**src/rtl/rport_pkg.sv**
```systemverilog
package rport_pkg;

    typedef enum logic [2:0] {
        ST_OFF,
        ST_DIS,
        ST_RST,
        ST_RST_END,
        ST_EN,
        ST_SUSP,
        ST_RESUME,
        ST_RES_END
    } port_st_t;

    // Field positions of the port word (software decodes these)
    localparam int unsigned B_CCS   = 0;
    localparam int unsigned B_CSC   = 1;
    localparam int unsigned B_PE    = 2;
    localparam int unsigned B_PEC   = 3;
    localparam int unsigned B_OCA   = 4;
    localparam int unsigned B_OCC   = 5;
    localparam int unsigned B_FPR   = 6;
    localparam int unsigned B_SUSP  = 7;
    localparam int unsigned B_PRST  = 8;
    localparam int unsigned B_LINE  = 10;
    localparam int unsigned B_PWR   = 12;
    localparam int unsigned B_OWN   = 13;
    localparam int unsigned B_TEST  = 16;
    localparam int unsigned TEST_W  = 4;

    typedef struct packed {
        logic pe;
        logic susp;
        logic fpr;
        logic prst;
    } fsm_wr_t;

    typedef struct packed {
        logic              csc_clr;
        logic              pec_clr;
        logic              occ_clr;
        logic              pwr;
        logic              own;
        logic [TEST_W-1:0] test;
    } flg_wr_t;

endpackage

```
**src/rtl/rport_fsm.sv**
```systemverilog
module rport_fsm
    import rport_pkg::*;
#(
    parameter int unsigned SETTLE_TICKS = 1
) (
    input  logic     clk,
    input  logic     rst_n,
    input  logic     pwr,
    input  logic     phy_conn,
    input  logic     phy_jk,
    input  logic     phy_hs,
    input  logic     ms_tick,
    input  logic     wr_en,
    input  fsm_wr_t  wr,
    output port_st_t st,
    output logic     pe,
    output logic     susp,
    output logic     fpr,
    output logic     prst,
    output logic     hw_dis,
    output logic     jk_res
);

    localparam int unsigned CW = $clog2(SETTLE_TICKS + 1);

    port_st_t       st_q, st_n;
    logic [CW-1:0]  cnt_q;
    logic           conn, settling, done;

    assign conn     = phy_conn & pwr;
    assign settling = (st_q == ST_RST_END) || (st_q == ST_RES_END);
    assign done     = ms_tick && (cnt_q == CW'(SETTLE_TICKS - 1));

    always_comb begin
        st_n   = st_q;
        hw_dis = 1'b0;
        jk_res = 1'b0;
        if (!pwr) begin
            st_n = ST_OFF;
        end else begin
            unique case (st_q)
                ST_OFF: st_n = ST_DIS;
                ST_DIS: begin
                    if (wr_en && wr.prst && conn) st_n = ST_RST;
                end
                ST_RST: begin
                    if (!conn)                    st_n = ST_DIS;
                    else if (wr_en && !wr.prst)   st_n = ST_RST_END;
                end
                ST_RST_END: begin
                    if (!conn)                    st_n = ST_DIS;
                    else if (done)                st_n = phy_hs ? ST_EN : ST_DIS;
                end
                ST_EN: begin
                    if (!conn) begin
                        st_n   = ST_DIS;
                        hw_dis = 1'b1;
                    end else if (wr_en && wr.prst) st_n = ST_RST;
                    else if (wr_en && !wr.pe)      st_n = ST_DIS;
                    else if (wr_en && wr.susp)     st_n = ST_SUSP;
                end
                ST_SUSP: begin
                    if (!conn) begin
                        st_n   = ST_DIS;
                        hw_dis = 1'b1;
                    end else if (wr_en && !wr.pe)  st_n = ST_DIS;
                    else if (phy_jk) begin
                        st_n   = ST_RESUME;
                        jk_res = 1'b1;
                    end else if (wr_en && wr.fpr)  st_n = ST_RESUME;
                end
                ST_RESUME: begin
                    if (!conn) begin
                        st_n   = ST_DIS;
                        hw_dis = 1'b1;
                    end else if (wr_en && !wr.pe)  st_n = ST_DIS;
                    else if (wr_en && !wr.fpr)     st_n = ST_RES_END;
                end
                ST_RES_END: begin
                    if (!conn) begin
                        st_n   = ST_DIS;
                        hw_dis = 1'b1;
                    end else if (done)             st_n = ST_EN;
                end
                default: st_n = ST_OFF;
            endcase
        end
    end

    always_ff @(posedge clk or negedge rst_n) begin
        if (!rst_n) begin
            st_q  <= ST_OFF;
            cnt_q <= '0;
        end else begin
            st_q <= st_n;
            if (settling && ms_tick && !done) cnt_q <= cnt_q + 1'b1;
            else if (!settling || done)       cnt_q <= '0;
        end
    end

    always_comb begin
        pe   = 1'b0;
        susp = 1'b0;
        fpr  = 1'b0;
        prst = 1'b0;
        unique case (st_q)
            ST_OFF, ST_DIS: ;
            ST_RST, ST_RST_END: prst = 1'b1;
            ST_EN: pe = 1'b1;
            ST_SUSP: begin
                pe   = 1'b1;
                susp = 1'b1;
            end
            ST_RESUME, ST_RES_END: begin
                pe   = 1'b1;
                susp = 1'b1;
                fpr  = 1'b1;
            end
            default: ;
        endcase
    end

    assign st = st_q;

    // a disabled port never reads enabled on the next clock
    p_no_sw_enable_r4: assert property (@(posedge clk) disable iff (!rst_n)
        (st_q == ST_DIS && !(wr_en && wr.prst)) |=> !pe);

    // reset bit holds through the settle wait
    p_rst_hold_r5: assert property (@(posedge clk) disable iff (!rst_n)
        (st_q == ST_RST_END && !ms_tick && conn) |=> prst);

    // force-resume holds through the resume exit wait
    p_fpr_hold_r7: assert property (@(posedge clk) disable iff (!rst_n)
        (st_q == ST_RES_END && !ms_tick && conn) |=> fpr);

    // a J-to-K pulse in suspend leads to resume signalling
    p_jk_resume_r7: assert property (@(posedge clk) disable iff (!rst_n)
        (st_q == ST_SUSP && phy_jk && conn && !(wr_en && !wr.pe)) |=> fpr);

endmodule

```
**src/rtl/rport_flags.sv**
```systemverilog
module rport_flags
    import rport_pkg::*;
#(
    parameter int unsigned TEST_MAX     = 5,
    parameter bit          AUTO_HANDOFF = 1'b1,
    parameter bit          PWR_RST      = 1'b0
) (
    input  logic              clk,
    input  logic              rst_n,
    input  logic              phy_conn,
    input  logic [1:0]        phy_line,
    input  logic              oc_in,
    input  logic              cfg_flag,
    input  logic              wr_en,
    input  flg_wr_t           wr,
    input  logic              st_dis,
    input  logic              hw_dis,
    input  logic              jk_res,
    output logic              pwr_q,
    output logic              ccs_q,
    output logic              csc_q,
    output logic              pec_q,
    output logic              oca_q,
    output logic              occ_q,
    output logic [1:0]        line_q,
    output logic              owner_q,
    output logic [TEST_W-1:0] test_q,
    output logic              chg_q
);

    logic cfg_q;
    logic conn_now, csc_set, occ_set, release_k, chg_n;

    assign conn_now = phy_conn & pwr_q;
    assign csc_set  = pwr_q & (conn_now != ccs_q);
    assign occ_set  = (oc_in != oca_q);

    generate
        if (AUTO_HANDOFF) begin : g_auto
            assign release_k = st_dis && ccs_q && (line_q == 2'b01) && !owner_q;
        end else begin : g_manual
            assign release_k = 1'b0;
        end
    endgenerate

    assign chg_n = !owner_q && pwr_q &&
                   ((csc_set && !csc_q) || (hw_dis && !pec_q) ||
                    (occ_set && !occ_q) || jk_res);

    always_ff @(posedge clk or negedge rst_n) begin
        if (!rst_n) begin
            pwr_q   <= PWR_RST;
            ccs_q   <= 1'b0;
            csc_q   <= 1'b0;
            pec_q   <= 1'b0;
            oca_q   <= 1'b0;
            occ_q   <= 1'b0;
            line_q  <= 2'b00;
            owner_q <= 1'b1;
            cfg_q   <= 1'b0;
            test_q  <= '0;
            chg_q   <= 1'b0;
        end else begin
            cfg_q  <= cfg_flag;
            ccs_q  <= conn_now;
            line_q <= phy_line;
            oca_q  <= oc_in;
            chg_q  <= chg_n;

            if (wr_en) pwr_q <= wr.pwr;

            if (!pwr_q)                     csc_q <= 1'b0;
            else if (csc_set)               csc_q <= 1'b1;
            else if (wr_en && wr.csc_clr)   csc_q <= 1'b0;

            if (!pwr_q)                     pec_q <= 1'b0;
            else if (hw_dis)                pec_q <= 1'b1;
            else if (wr_en && wr.pec_clr)   pec_q <= 1'b0;

            if (occ_set)                    occ_q <= 1'b1;
            else if (wr_en && wr.occ_clr)   occ_q <= 1'b0;

            if (!cfg_flag)                  owner_q <= 1'b1;
            else if (!cfg_q)                owner_q <= 1'b0;
            else if (release_k)             owner_q <= 1'b1;
            else if (wr_en)                 owner_q <= wr.own;

            if (wr_en && (wr.test <= TEST_W'(TEST_MAX))) test_q <= wr.test;
        end
    end

    // companion owns the port while the configure flag is low
    p_owner_cfg_r2: assert property (@(posedge clk) disable iff (!rst_n)
        !cfg_flag |=> owner_q);

    // connect-change stays set without a write
    p_csc_sticky_r3: assert property (@(posedge clk) disable iff (!rst_n)
        (csc_q && !wr_en && pwr_q) |=> csc_q);

    // any over-current edge raises the change bit
    p_occ_set_r9: assert property (@(posedge clk) disable iff (!rst_n)
        (oc_in != oca_q) |=> occ_q);

    // no change pulse while the companion owns the port
    p_no_chg_owned_r14: assert property (@(posedge clk) disable iff (!rst_n)
        owner_q |=> !chg_q);

endmodule

```
**src/rtl/rport_ctrl.sv**
```systemverilog
module rport_ctrl
    import rport_pkg::*;
#(
    parameter int unsigned SETTLE_TICKS = 1,
    parameter int unsigned TEST_MAX     = 5,
    parameter bit          AUTO_HANDOFF = 1'b1,
    parameter bit          PWR_RST      = 1'b0
) (
    input  logic        clk,
    input  logic        rst_n,
    input  logic        phy_conn,
    input  logic [1:0]  phy_line,
    input  logic        phy_jk,
    input  logic        phy_hs,
    input  logic        oc_in,
    input  logic        cfg_flag,
    input  logic        ms_tick,
    input  logic        wr_en,
    input  logic [31:0] wr_data,
    output logic [31:0] port_reg,
    output logic        chg_det
);

    fsm_wr_t           fwr;
    flg_wr_t           gwr;
    port_st_t          st;
    logic              pe, susp, fpr, prst, hw_dis, jk_res;
    logic              pwr, ccs, csc, pec, oca, occ, owner;
    logic [1:0]        line;
    logic [TEST_W-1:0] test;
    logic              unused_wr;

    assign fwr.pe   = wr_data[B_PE];
    assign fwr.susp = wr_data[B_SUSP];
    assign fwr.fpr  = wr_data[B_FPR];
    assign fwr.prst = wr_data[B_PRST];

    assign gwr.csc_clr = wr_data[B_CSC];
    assign gwr.pec_clr = wr_data[B_PEC];
    assign gwr.occ_clr = wr_data[B_OCC];
    assign gwr.pwr     = wr_data[B_PWR];
    assign gwr.own     = wr_data[B_OWN];
    assign gwr.test    = wr_data[B_TEST +: TEST_W];

    assign unused_wr = ^{wr_data[31:20], wr_data[15:14], wr_data[11:9],
                         wr_data[B_OCA], wr_data[B_CCS]};

    rport_fsm #(
        .SETTLE_TICKS(SETTLE_TICKS)
    ) u_fsm (
        .clk      (clk),
        .rst_n    (rst_n),
        .pwr      (pwr),
        .phy_conn (phy_conn),
        .phy_jk   (phy_jk),
        .phy_hs   (phy_hs),
        .ms_tick  (ms_tick),
        .wr_en    (wr_en),
        .wr       (fwr),
        .st       (st),
        .pe       (pe),
        .susp     (susp),
        .fpr      (fpr),
        .prst     (prst),
        .hw_dis   (hw_dis),
        .jk_res   (jk_res)
    );

    rport_flags #(
        .TEST_MAX     (TEST_MAX),
        .AUTO_HANDOFF (AUTO_HANDOFF),
        .PWR_RST      (PWR_RST)
    ) u_flags (
        .clk      (clk),
        .rst_n    (rst_n),
        .phy_conn (phy_conn),
        .phy_line (phy_line),
        .oc_in    (oc_in),
        .cfg_flag (cfg_flag),
        .wr_en    (wr_en),
        .wr       (gwr),
        .st_dis   (st == ST_DIS),
        .hw_dis   (hw_dis),
        .jk_res   (jk_res),
        .pwr_q    (pwr),
        .ccs_q    (ccs),
        .csc_q    (csc),
        .pec_q    (pec),
        .oca_q    (oca),
        .occ_q    (occ),
        .line_q   (line),
        .owner_q  (owner),
        .test_q   (test),
        .chg_q    (chg_det)
    );

    always_comb begin
        port_reg                      = '0;
        port_reg[B_CCS]               = ccs  & pwr;
        port_reg[B_CSC]               = csc  & pwr;
        port_reg[B_PE]                = pe   & pwr;
        port_reg[B_PEC]               = pec  & pwr;
        port_reg[B_OCA]               = oca;
        port_reg[B_OCC]               = occ;
        port_reg[B_FPR]               = fpr  & pwr;
        port_reg[B_SUSP]              = susp & pwr;
        port_reg[B_PRST]              = prst & pwr;
        port_reg[B_LINE +: 2]         = line & {2{pwr}};
        port_reg[B_PWR]               = pwr;
        port_reg[B_OWN]               = owner;
        port_reg[B_TEST +: TEST_W]    = test;
    end

    // nothing but over-current, power, owner and test reads while unpowered
    p_unpowered_r12: assert property (@(posedge clk) disable iff (!rst_n)
        !port_reg[B_PWR] |-> ((port_reg & 32'h0000_0DCF) == 32'h0));

endmodule

```
**config.mk**
```make
export PLATFORM = sky130hd
export DESIGN_NAME = rport_ctrl
export DESIGN_NICKNAME = d
export VERILOG_FILES = /design/src/rtl/rport_pkg.sv /design/src/rtl/rport_fsm.sv /design/src/rtl/rport_flags.sv /design/src/rtl/rport_ctrl.sv
export SDC_FILE = /design/constraint.sdc
export NUM_CORES = 1
export LEC_CHECK = 0
export ABC_AREA = 1
export BUFFER_PORTS_ARGS = -buffer_cell sky130_fd_sc_hd__buf_2
export CELL_PAD_IN_SITES_DETAIL_PLACEMENT = 1
export CELL_PAD_IN_SITES_GLOBAL_PLACEMENT = 1
export CORE_ASPECT_RATIO = 0.9
export CORE_MARGIN = 2
export CORE_UTILIZATION = 32
export CTS_CLUSTER_SIZE = 8
export DETAILED_ROUTE_END_ITERATION = 6
export PLACE_DENSITY = 0.88
export SLEW_MARGIN = 20
export SYNTH_ARGS = -nofsm -noshare
export SYNTH_HDL_FRONTEND = slang
export SYNTH_SLANG_ARGS = --single-unit
```
**constraint.sdc**
```tcl
create_clock -name clk -period 2.68 [get_ports clk]
set_input_delay 0.134 -clock clk [delete_from_list [all_inputs] [get_ports clk]]
set_output_delay 0.134 -clock clk [all_outputs]
set_load 0.01 [all_outputs]
```
==> impl_metrics.json, run 1 <==
{
  "clkPwrFrac_pct": 26.5,
  "hold_viol_final": 0,
  "cts_root_buffer": "clkbuf_8",
  "p_comb_share_pct": 28.0,
  "cts_buffers": 3,
  "seq_power_share_pct": 45.6,
  "crit_fanout": 11,
  "grt_max_degree": 20,
  "ios": 76,
  "synth.avg_cell_area_um2": 7.06,
  "critical_path_class": "flip-flop to output port",
  "fin_area_um2": 1610,
  "p_leak_nw": 0.961,
  "design.die.area_um2": 4820,
  "track_usage_pct": 15.3,
  "vias": 1266,
  "holdCritPathClass": "primary input to flip-flop",
  "power_density_nw_per_um2": 467,
  "grt_pass1_wl_um": 5760,
  "ys_seq_area_share_pct": 34.8,
  "overflow": 0,
  "place_area_um2": 1520,
  "clk_path_buf_depth": 2,
  "netlist_area_um2": 1370,
  "initial_core_util_pct": 33.4,
  "setup_viol": 0,
  "synth_top_area_share_pct": 32.9,
  "fin_crit_sh_pct": 60.0,
  "antenna_found_initial": 0,
  "status": "finished, final reports clean",
  "layout.nets": 280,
  "die_h_um": 66.1,
  "switching_share_pct": 34.0,
  "wl_per_cell_um": 12.2,
  "rows": 22,
  "synth-seq-cells": 19,
  "synth_compound_area_share_pct": 5.57,
  "antenna_cells": 0,
  "grt_pass1_vias": 1260,
  "cts_resized": 0,
  "final_antenna_net_count": 0,
  "portBuffers": 41,
  "yosys-top-cells-area": "dfrtp_1 33%, nand2_1 16%, buf_4 11%",
  "rsz0062_at_grt": "no",
  "firstDrtPassIters": 4,
  "cp.required_ns": 2.55,
  "synth-xor-area-share_pct": 0.639,
  "area_growth_pct": 17.5,
  "critPathLaunchType": "flip-flop",
  "clkSinkCount": 19,
  "drv_slew": 0,
  "post-dp-hpwl_um": 2680,
  "ir_worst_vdd_mv": 0.240,
  "cts_setup_buffers": 0,
  "cts_tree": "built",
  "p_switching_mw": 0.255,
  "drc": 0,
  "cts.htree.levels": 1,
  "crit_arrival_ns": 1.48,
  "gp_congestion": 0.857,
  "yosys_warnings": 0,
  "viasPerCell": 4.46,
  "drt_iter0_drc": 63,
  "drive_gt1_share_pct": 30.1,
  "synth_top_family_by_area": "simple AND/OR/NAND/NOR gates",
  "clock_skew_ns": 0.00252,
  "synthMuxAreaShare_pct": 0,
  "totalPowerFinal_mw": 0.751,
  "clkLatencyLatePin_ns": 0.25,
  "internal_power_mw": 0.496,
  "synth-simple-area-share_pct": 38.4,
  "syn-instance-count": 194,
  "yosys.area.top_type": "dfrtp_1",
  "synthAdderAreaFrac_pct": 0,
  "fin_crit_ns": 1.61,
  "die_w_um": 73.0,
  "maxCapViolations": 0,
  "fmax_ghz": 0.621,
  "path_clk_slew_ns": 0.07,
  "tns_ns": 0,
  "cts_hold_buf": 4,
  "end_kind": "output port",
  "synth.distinct_cells": 28,
  "coreArea_um2": 4100,
  "drt-total-wl_um": 3460
}
-- registers in the layout, indices dropped and copies added (netlist names) --
| name | flops |
|---|---|
| u_flags.cfg_q | 1 |
| u_flags.owner_q | 1 |
| u_fsm.cnt_q | 1 |
| u_flags.occ_q | 1 |
| u_flags.line_q | 2 |
| u_flags.ccs_q | 1 |
| u_fsm.st | 3 |
| u_flags.chg_q | 1 |
| u_flags.test_q | 4 |
| u_flags.oca_q | 1 |
| u_flags.pwr_q | 1 |
| u_flags.pec_q | 1 |
| u_flags.csc_q | 1 |
-- cells in the mapped netlist (all sizes together) --
master and number:
xor2 1, o21ai 4, inv 25, dfstp 1, buf 22, nand3 9
o21bai 1, conb 1, clkinv 1, a21oi 6, dfrtp 18, nand4 4
nor3 3, nand2 68, nor2 26, or2 2, a21boi 1, nand3b 1
-- critical path, stage by stage (launching register included) --
cell	delay [ns]
dfrtp_1	0.60
nand2_1	0.26
nor2_1	0.20
buf_2	0.16
-- kinds of logic (layout without fill, tap and decap cells) --
family	Yosys count	count (layout)
other cells	1	15
flops	19	19
simple gates	113	113
compound gates	12	12
xor+xnor	1	1
buf+inv	48	76
-- cell usage in the layout, fill, tap and decap left out, drive strengths merged --
| cell | count |
|---|---|
| conb | 15 |
| o21ai | 4 |
| nand4 | 4 |
| a21oi | 6 |
| dfstp | 1 |
| nand3b | 1 |
| clkbuf | 4 |
| dlygate4sd3 | 5 |
| o21bai | 1 |
| clkinv | 1 |
| nor2 | 26 |
| buf | 41 |
| dfrtp | 18 |
| a21boi | 1 |
| inv | 25 |
| nand3 | 9 |
| or2 | 2 |
| nor3 | 3 |
| xor2 | 1 |
| nand2 | 68 |
-- layout make-up --
class | instances | area, um2
Fill cell | 546 | 2490
Clock buffer | 4 | 45.0
Sequential cell | 19 | 477
Inverter | 26 | 105
Multi-Input combinational cell | 141 | 668
Tap cell | 48 | 60.1
Timing Repair Buffer | 46 | 255
-- through the flow --
step	worst slack, ns	util (%)	std cells	hold slack (ns)
2_1_floorplan	1.45	-	208	-0.162
6_report	1.07	39.3	284	0.0472
3_5_place_dp	1.16	36.9	275	0.105
4_1_cts	1.05	39.0	283	0.0118
3_3_place_gp	1.19	36.9	275	0.0940
5_1_grt	0.922	39.3	284	0.0688
-- power groups by stage --
stage / clock [mW] / combinational [mW] / sequential (mW)
2_1_floorplan: 0 / 0.164 / 0.341
3_3_place_gp: 0 / 0.199 / 0.347
3_5_place_dp: 0 / 0.205 / 0.347
4_1_cts: 0.205 / 0.210 / 0.342
5_1_grt: 0.221 / 0.242 / 0.347
6_report: 0.199 / 0.210 / 0.342
-- layer usage --
metal / vias up / track usage (%) / routed length, um
li1: 641 / - / -
met1: 594 / 20.0 / 1600
met2: 29 / 26.1 / 1710
met3: 2 / 3.66 / 142
met4: 0 / 2.31 / 11
met5: - / 0 / 0
-- worst paths after layout --
kind,startpoint,to,slack [ns],cells after the start
worst max register to register,u_flags.pwr_q,u_flags.chg_q,1.16,6
worst min register to register,u_flags.cfg_q,u_flags.owner_q,0.46,2
max in group asynchronous,rst_n,u_flags.owner_q,1.98,2
min in group asynchronous,rst_n,u_flags.occ_q,0.36,2
worst min-delay path,ms_tick,u_fsm.cnt_q,0.05,2
worst max-delay path,u_flags.pwr_q,port_reg[7],1.07,3
Note: power is estimated with default switching activity, not from simulation.
==> inputs of run 2 (changes only) <==
- CORE_UTILIZATION: 32 -> 27
- PLACE_DENSITY: 0.88 -> 0.8
- clock period: 2.68 -> 1.3 ns (I/O delays scaled with it)
==> impl_metrics.json, run 2 (synthesis results as in run 1) <==
{
  "numPlacedInstances": 303,
  "viasPerCell": 4.25,
  "design.die.area_um2": 5660,
  "clkLatencyLatePin_ns": 0.26,
  "ir_worst_vdd_mv": 0.352,
  "initial_core_util_pct": 28.2,
  "r2r_slack_ns": -0.007,
  "holdCritPathClass": "primary input to flip-flop",
  "largest_register_ffs": 4,
  "cts_buffers": 3,
  "power_density_nw_per_um2": 925,
  "critPathLaunchType": "flip-flop",
  "holdWs_ns": 0.0287,
  "min_to": "u_flags.test_q[1]",
  "critical_path_class": "flip-flop to flip-flop",
  "drt-total-wl_um": 3850,
  "grt_max_degree": 20,
  "die_w_um": 79.1,
  "largest-register": "u_flags.test_q",
  "final_antenna_net_count": 0,
  "fin_crit_sh_pct": 101,
  "stdcell_count": 320,
  "hold_viol_final": 0,
  "crit_arrival_ns": 1.46,
  "clock_skew_ns": 0.00249,
  "cts.htree.levels": 1,
  "track_usage_pct": 13.5,
  "drc": 0,
  "grt_pass1_vias": 1269,
  "final_util_pct": 39.0,
  "setup_viol": 3,
  "clkSinkCount": 19,
  "final_common_cell": "nand2_1",
  "cp.required_ns": 1.45,
  "post-dp-hpwl_um": 2960,
  "clk_path_buf_depth": 2,
  "fmax_ghz": 0.765,
  "cts_root_buffer": "clkbuf_8",
  "vias": 1360,
  "grt_pass1_wl_um": 6070,
  "area_growth_pct": 38.4,
  "path_clk_slew_ns": 0.07,
  "overflow": 0,
  "drt_iter0_drc": 49,
  "r2r_cells": 8,
  "n_fill_cell": 641,
  "crit_chain": "inv_2 -> nand3_2 -> nor2_2 -> nand2_2 -> a21oi_2 -> nor2_2 -> nand2_1 -> nand2_1",
  "portBuffers": 41,
  "p_leak_nw": 1.09,
  "rows": 24,
  "die_h_um": 71.6,
  "crit_fanout": 6,
  "gp_congestion": 0.795,
  "maxCapViolations": 0,
  "wl_per_cell_um": 12.0,
  "crit-reg2reg-capture": "u_fsm.st[0]",
  "drv_slew": 0,
  "firstDrtPassIters": 4,
  "end_kind": "flip-flop",
  "final_cell_mix": "52 x nand2_1, 41 x buf_2, 19 x inv_1",
  "fin_ws_ns": -0.00693,
  "antenna_found_initial": 0,
  "rsz0062_at_grt": "yes",
  "violations": "setup timing",
  "ios": 76,
  "drive_gt1_share_pct": 43.5,
  "status": "finished with violations",
  "hold_depth": 3,
  "hp-start": "wr_data[17]",
  "cts_tree": "built",
  "r2r-start": "u_fsm.st[0]",
  "tns_ns": -0.00952,
  "cp_slowest_stage_delay_ns": 0.48,
  "layout.nets": 299,
  "coreArea_um2": 4860,
  "antenna_cells": 0,
  "cp_slowest_cell": "dfrtp_2",
  "totalPowerFinal_mw": 1.75,
  "fin_crit_ns": 1.31
}
## run 2: cell types whose count changed in the layout (fill, tap and decap cells not counted), moves of 4 or more
cell,before,now
nand3_1,8,4
buf_6,0,5
nand2_1,58,52
nand3_2,1,5
buf_4,0,12
nand2_2,8,12
nor2_1,20,14
## run 2: report_power, final
group          switching (mW)  leakage, nW  total [mW]  internal [mW]
clock network           0.207       0.0255       0.420          0.213
registers              0.0651        0.234       0.712          0.647
logic                   0.348        0.833       0.621          0.273
## run 2: through the flow
step	area, um2	worst slack, ns
final	1900	-0.00693
after global routing	1900	-0.0821
after CTS	1820	-0.0253
after detailed placement	1620	-0.0420
after global placement	1620	-0.000952
after floorplan	1420	0.0680
## run 2: final cells by class
class	count	area [um2]	share of cell area, %
Sequential cell	19	480	25.3
Multi-Input combinational cell	141	758	40.0
Inverter	26	108	5.68
Clock inverter	1	5.00	0.264
Timing Repair Buffer	65	422	22.2
Clock buffer	3	41.3	2.18
Tap cell	65	81.3	4.29
## run 2: layer usage
layer,routed length [um],up-vias,GRT usage [%],part of all wire (%)
met4,71,0,2.87,1.8
li1,-,679,-,-
met5,0,-,0,0
met2,1870,34,22.4,49
met3,186,7,3.15,4.8
met1,1720,640,18.2,45
## run 2: worst max-delay path by stage
| stage | from | end | slack [ns] | depth (start not counted) |
|---|---|---|---|---|
| 6_report | u_fsm.st[0] | u_fsm.st[0] | -0.007 | 8 |
| 5_1_grt | u_fsm.st[1] | u_fsm.st[1] | -0.08 | 9 |
| 4_1_cts | u_flags.pwr_q | port_reg[8] | -0.03 | 4 |
| 3_5_place_dp | u_fsm.st[0] | u_fsm.st[0] | -0.04 | 8 |
| 3_3_place_gp | u_fsm.st[1] | u_flags.chg_q | -0.001 | 7 |
| 2_1_floorplan | u_flags.pwr_q | u_fsm.st[0] | 0.07 | 11 |
## run 2: critical path: cells and delay by family (launching register included)
family | cells | cell delay (ns)
buffers and inverters | 1 | 0.11
AO/OA/AOI/OAI | 1 | 0.15
flip-flops | 1 | 0.48
AND/OR/NAND/NOR | 6 | 0.47
## run 2: timing repair
| action | 4_1_cts | 5_1_grt |
|---|---|---|
| hold buffers | 7 | 0 |
| setup buffers | 6 | 1 |
| pin swaps | 2 | 9 |
| resized for setup | 13 | 22 |
| endpoints found under the setup margin | 8 | 10 |
| hold endpoints to repair | 25 | 0 |
